==> src/rtl/pwrx_pkg.sv <==
package pwrx_pkg;
   // Handshake phases; acknowledge is high in BUSY and DONE.
   typedef enum logic [1:0] {
      PH_BUSY   = 2'd0,
      PH_READY  = 2'd1,
      PH_SETTLE = 2'd2,
      PH_DONE   = 2'd3
   } hs_phase_e;
endpackage

==> src/rtl/pwrx_sync.sv <==
module pwrx_sync #(
   parameter int   STAGES  = 2,
   parameter logic RST_VAL = 1'b1
) (
   input  logic clk,
   input  logic rst_n,
   input  logic d,
   output logic q
);
   if (STAGES < 2) begin : g_bad_stages
      $error("pwrx_sync: STAGES must be at least 2");
   end

   logic [STAGES-1:0] chain;

   always_ff @(posedge clk or negedge rst_n) begin
      if (!rst_n) chain <= {STAGES{RST_VAL}};
      else        chain <= {chain[STAGES-2:0], d};
   end

   assign q = chain[STAGES-1];
endmodule

==> src/rtl/pwrx_hs_fsm.sv <==
module pwrx_hs_fsm
   import pwrx_pkg::*;
(
   input  logic clk,
   input  logic rst_n,
   input  logic enable,
   input  logic stb_s,     // synchronized strobe, active low
   input  logic pending,   // a word waits for the consumer
   output logic ack,
   output logic cap
);
   hs_phase_e phase_q, phase_d;

   always_comb begin
      phase_d = phase_q;
      unique case (phase_q)
         PH_BUSY:   if (enable && !pending && stb_s) phase_d = PH_READY;
         PH_READY:  if (!stb_s)                      phase_d = PH_SETTLE;
         PH_SETTLE:                                  phase_d = PH_DONE;
         PH_DONE:   if (stb_s)                       phase_d = PH_BUSY;
         default:                                    phase_d = PH_BUSY;
      endcase
   end

   always_ff @(posedge clk or negedge rst_n) begin
      if (!rst_n) phase_q <= PH_BUSY;
      else        phase_q <= phase_d;
   end

   assign ack = (phase_q == PH_BUSY) || (phase_q == PH_DONE);
   assign cap = (phase_q == PH_SETTLE);

   // a ready indication needs enable, no pending word and a released strobe
   p_ack_fall_gated_r2: assert property (@(posedge clk) disable iff (!rst_n)
      $fell(ack) |-> ($past(enable) && !$past(pending) && $past(stb_s)));

   // capture happens only after the synchronized strobe was seen low
   p_capture_on_low_r3: assert property (@(posedge clk) disable iff (!rst_n)
      cap |-> !$past(stb_s));

   // read-complete is held while the host keeps the strobe low
   p_hold_until_release_r4: assert property (@(posedge clk) disable iff (!rst_n)
      (phase_q == PH_DONE && !stb_s) |=> ack);
endmodule

==> src/rtl/pwrx_assemble.sv <==
module pwrx_assemble #(
   parameter int DATA_W       = 16,
   parameter bit BYTE_MODE_EN = 1'b1
) (
   input  logic              clk,
   input  logic              rst_n,
   input  logic              cap,
   input  logic              mode_byte,
   input  logic [DATA_W-1:0] din,
   input  logic              take,
   output logic [DATA_W-1:0] word,
   output logic              valid
);
   localparam int HALF_W = DATA_W / 2;

   logic [DATA_W-1:0] word_q;
   logic              valid_q;

   if (BYTE_MODE_EN) begin : g_byte
      logic [HALF_W-1:0] lo_q;
      logic              have_lo_q;

      always_ff @(posedge clk or negedge rst_n) begin
         if (!rst_n) begin
            word_q    <= '0;
            valid_q   <= 1'b0;
            lo_q      <= '0;
            have_lo_q <= 1'b0;
         end else begin
            if (valid_q && take) valid_q <= 1'b0;
            if (cap) begin
               if (!mode_byte) begin
                  word_q    <= din;
                  valid_q   <= 1'b1;
                  have_lo_q <= 1'b0;          // drop half word
               end else if (have_lo_q) begin
                  word_q    <= {din[HALF_W-1:0], lo_q};
                  valid_q   <= 1'b1;
                  have_lo_q <= 1'b0;
               end else begin
                  lo_q      <= din[HALF_W-1:0];
                  have_lo_q <= 1'b1;
               end
            end
         end
      end
   end else begin : g_full
      logic unused_mode;
      assign unused_mode = mode_byte;

      always_ff @(posedge clk or negedge rst_n) begin
         if (!rst_n) begin
            word_q  <= '0;
            valid_q <= 1'b0;
         end else begin
            if (valid_q && take) valid_q <= 1'b0;
            if (cap) begin
               word_q  <= din;
               valid_q <= 1'b1;
            end
         end
      end
   end

   assign word  = word_q;
   assign valid = valid_q;

   // an untaken word holds its value
   p_word_hold_r8: assert property (@(posedge clk) disable iff (!rst_n)
      (valid && !take) |=> (valid && $stable(word)));

   // the handshake never captures over a pending word
   p_no_overrun_r9: assert property (@(posedge clk) disable iff (!rst_n)
      cap |-> !valid);
endmodule

==> src/rtl/par_word_rx.sv <==
module par_word_rx #(
   parameter int DATA_W       = 16,
   parameter int SYNC_STAGES  = 2,
   parameter bit BYTE_MODE_EN = 1'b1
) (
   input  logic              clk,
   input  logic              rst_n,
   input  logic              enable,
   input  logic              mode_byte,
   input  logic [DATA_W-1:0] host_data,
   input  logic              host_stb_n,
   input  logic              word_ready,
   output logic              dev_ack,
   output logic [DATA_W-1:0] word_out,
   output logic              word_valid
);
   if (DATA_W < 2 || (DATA_W % 2) != 0) begin : g_bad_width
      $error("par_word_rx: DATA_W must be even and at least 2");
   end

   logic stb_s;
   logic cap;
   logic pending;

   pwrx_sync #(.STAGES(SYNC_STAGES), .RST_VAL(1'b1)) u_sync (
      .clk   (clk),
      .rst_n (rst_n),
      .d     (host_stb_n),
      .q     (stb_s)
   );

   pwrx_hs_fsm u_fsm (
      .clk     (clk),
      .rst_n   (rst_n),
      .enable  (enable),
      .stb_s   (stb_s),
      .pending (pending),
      .ack     (dev_ack),
      .cap     (cap)
   );

   pwrx_assemble #(.DATA_W(DATA_W), .BYTE_MODE_EN(BYTE_MODE_EN)) u_asm (
      .clk       (clk),
      .rst_n     (rst_n),
      .cap       (cap),
      .mode_byte (mode_byte),
      .din       (host_data),
      .take      (word_ready),
      .word      (word_out),
      .valid     (word_valid)
   );

   assign pending = word_valid;
endmodule

==> config.mk <==
export PLATFORM = sky130hd
export DESIGN_NAME = par_word_rx
export DESIGN_NICKNAME = d
export VERILOG_FILES = /design/src/rtl/pwrx_pkg.sv /design/src/rtl/pwrx_sync.sv /design/src/rtl/pwrx_hs_fsm.sv /design/src/rtl/pwrx_assemble.sv /design/src/rtl/par_word_rx.sv
export SDC_FILE = /design/constraint.sdc
export NUM_CORES = 1
export LEC_CHECK = 0
export BUFFER_PORTS_ARGS = -buffer_cell sky130_fd_sc_hd__buf_2
export CORE_MARGIN = 5
export CORE_UTILIZATION = 40
export CTS_CLUSTER_DIAMETER = 150
export DETAILED_ROUTE_END_ITERATION = 16
export GPL_TIMING_DRIVEN = 0
export PLACE_DENSITY = 0.74
export SLEW_MARGIN = 15
export SYNTH_ARGS = -nofsm -noshare
export SYNTH_HDL_FRONTEND = slang
export SYNTH_SLANG_ARGS = --single-unit
export TNS_END_PERCENT = 50
==> constraint.sdc <==
create_clock -name clk -period 1.5 [get_ports clk]
set_input_delay 0.3 -clock clk [delete_from_list [all_inputs] [get_ports clk]]
set_output_delay 0.3 -clock clk [all_outputs]
set_load 0.05 [all_outputs]
==> results.cfg <==
[outcome]
outcome = complete, but fails checks
violations = hold timing, setup timing

[grt]
grt_max_degree = 31
grt_util_all_layers_pct = 12.86
grt_overflow = 0
grt_antenna_before_repair = 0
grt_pass1_vias = 995
grt_pass1_wl_um = 4340

[sta]
skew_ps = 6.072
finalSetupTns_ps = -45.47
setup_viol = 1
period_share_pct = 103.0
layout_min_cycle_time_ps = 1545
finalMaxSlewViolations = 0
fmax_mhz = 647.1
rsz0062_at_grt = true
finalHoldViolations = 6
post-route-worst-setup-slack_ps = -45.47
slew_headroom_pct = 56.86
tightest_slew_ps = 647.1
hold_slack_ps = -3.980

[setup_path]
crit_type = reg -> out
cp_top_family = flip-flops
slowest_delay_ps = 410
arrival_ps = 1250
start_kind = flop
path_buf_inv = 3
required_ps = 1200
crit_slowest_cell = dfrtp_1
worstPathMaxFanout = 4
crit_path_end_kind = primary output
path_cells = inv_2 -> ha_4 -> inv_4 -> buf_8

[cells_and_area]
fin_nets = 187
num_antenna_cells = 0
area_growth_pct = 24.45
post_route_cells_drive_above_1_share_pct = 41.25
fill_cells = 313
design_area_um2 = 1694

[synthesis]
synth_area_leaders = dfrtp_1 (51%), mux2i_1 (13%), mux2_2 (6.6%)
synth_top_cells_by_count = dfrtp_1 (28), mux2i_1 (18), nand2_1 (16), o21ai_0 (16), mux2_2 (8)
synth_top_area_share_pct = 51.47
yosysSeqAreaShare_pct = 55.33
synth_nets = 141
yosys.cell_count.top_type = dfrtp_1
avgSynthCellArea_um2 = 11.94
synth_area_leader_cell = dfrtp_1
ys_warn_count = 0
synthArstFlopShare_pct = 100.0
synth_edf_count = 0
yosysUniqueCellTypes = 17
ys_ff_latch = 30
syn_inst = 114
syn-cell-area_um2 = 1361
synthFlopType = dfrtp_1

[clocking]
cts_tree = yes
clkSinkCount = 30
cts_hold_buffers = 0
clock_path_buffers = 2
cts-root-buf = clkbuf_4
h-tree-depth = 2
clkTransAtPathRegs_ps = 90
clk_latency_ps = 320
cts-buffers-inserted = 5

[die]
die_x_um = 68.34
initial_utilization_pct = 41.12
die_h_um = 68.34
dieArea_um2 = 4670
ioPinCount = 40
core_um2 = 3311
rows = 21

[route]
drt_wl_total_um = 2695
first_pass_iters = 4
vias = 959
via_per_inst = 4.655
post_drt_wl_per_cell_um = 13.08
antenna_left = 0
drtIter0Drc = 28
drc = 0

[job]
drv_cap = 0

[pwr]
p_per_area_nw_per_um2 = 2348
power_leakage_uw = 0.0008712
ir_worst_vdd_v = 0.0008930

[place]
hpwl_um = 2028
placed_cell_area_um2 = 1609
gp_congestion = 0.7227
port_buffers = 38

[worst_hold_path]
hold_path.class = in -> async
what timing repair did:
action	4_1_cts	5_1_grt
hold endpoints to repair	0	0
setup buffers	0	1
pin swaps	1	0
resized for setup	9	0
endpoints found under the setup margin	9	10
through the flow:
step / utilization [%] / power (µW) / instances / setup slack (ps)
finish: 51.17 / 3977 / 206 / -45.47
global route: 51.17 / 4264 / 206 / -108.1
CTS: 50.94 / 4008 / 205 / -64.83
detailed placement: 48.60 / 3430 / 198 / -80.18
global placement: 48.60 / 3334 / 198 / 10.22
floorplan: - / 2919 / 114 / 139.2
state kept, by name (all words and copies together), names as in the netlist:
name and flops:
u_fsm.phase_q 2, u_asm.word 16, u_sync.chain 2, u_asm.valid 1, u_asm.g_byte.have_lo_q 1, u_asm.g_byte.lo_q 8
layer usage:
layer	up-vias	GRT usage [%]	wire length (µm)
met4	0	2.233	0
li1	478	-	-
met3	0	5.583	167
met1	457	15.37	1125
met5	-	0	0
met2	24	21.66	1403
placed cells by master (no fill, tap or decap):
cell type and count:
mux2_2 8, mux2i_1 18, nand3_4 1, dfstp_2 2, inv_1 4, nor3_1 1
nand2_1 16, clkbuf_1 2, inv_4 1, a31oi_1 1, clkbuf_4 5, o21ai_4 1
buf_2 37, dfrtp_1 28, buf_4 3, buf_8 1, ha_1 4, inv_2 3
o21ai_0 16, o21ai_1 3, nor2_1 1, buf_6 3, ha_4 1
worst paths after layout:
kind / from / to / slack [ps] / cells past startpoint
worst max register to register: u_fsm.phase_q[0]$_DFFE_PN0P_ / u_asm.g_byte.lo_q[5]$_DFFE_PN0P_ / 30 / 4
worst min register to register: u_sync.chain[0]$_DFF_PN1_ / u_sync.chain[1]$_DFF_PN1_ / 360 / 0
worst min-delay path: rst_n / u_asm.word[13]$_DFFE_PN0P_ / -4 / 1
min in group clk: host_stb_n / u_sync.chain[0]$_DFF_PN1_ / 80 / 1
max in group asynchronous: rst_n / u_asm.g_byte.lo_q[2]$_DFFE_PN0P_ / 1080 / 1
worst max-delay path: u_fsm.phase_q[1]$_DFFE_PN0P_ / dev_ack / -50 / 4
final cells by class:
type	instances	area (µm²)	area share, %
Buffer	5	48.80	2.880
Inverter	8	32.53	1.920
Timing Repair Buffer	39	207.7	12.26
Tap cell	46	57.56	3.397
Multi-Input combinational cell	71	549.3	32.42
Sequential cell	30	753.2	44.46
Clock buffer	7	45.04	2.659
report_power, final:
group | internal, µW | leakage (µW) | switching [µW]
clock | 176 | 0.0000254 | 241
combinational | 706 | 0.000480 | 1480
sequential | 1180 | 0.000366 | 195
total | 2060 | 0.000871 | 1920
logic make-up (layout without fill, tap and decap cells):
group                      Yosys count  count (layout)  synth area share, %
AOI/OAI and AO/OA                   21              21                8.640
adders and majority gates            5               5                4.596
buffers and inverters               13              59                5.790
DFF                                 30              30                55.33
muxes                               26              26                19.85
and+or+nand+nor                     19              19                5.790
Power figures use the tool's default switching activity.
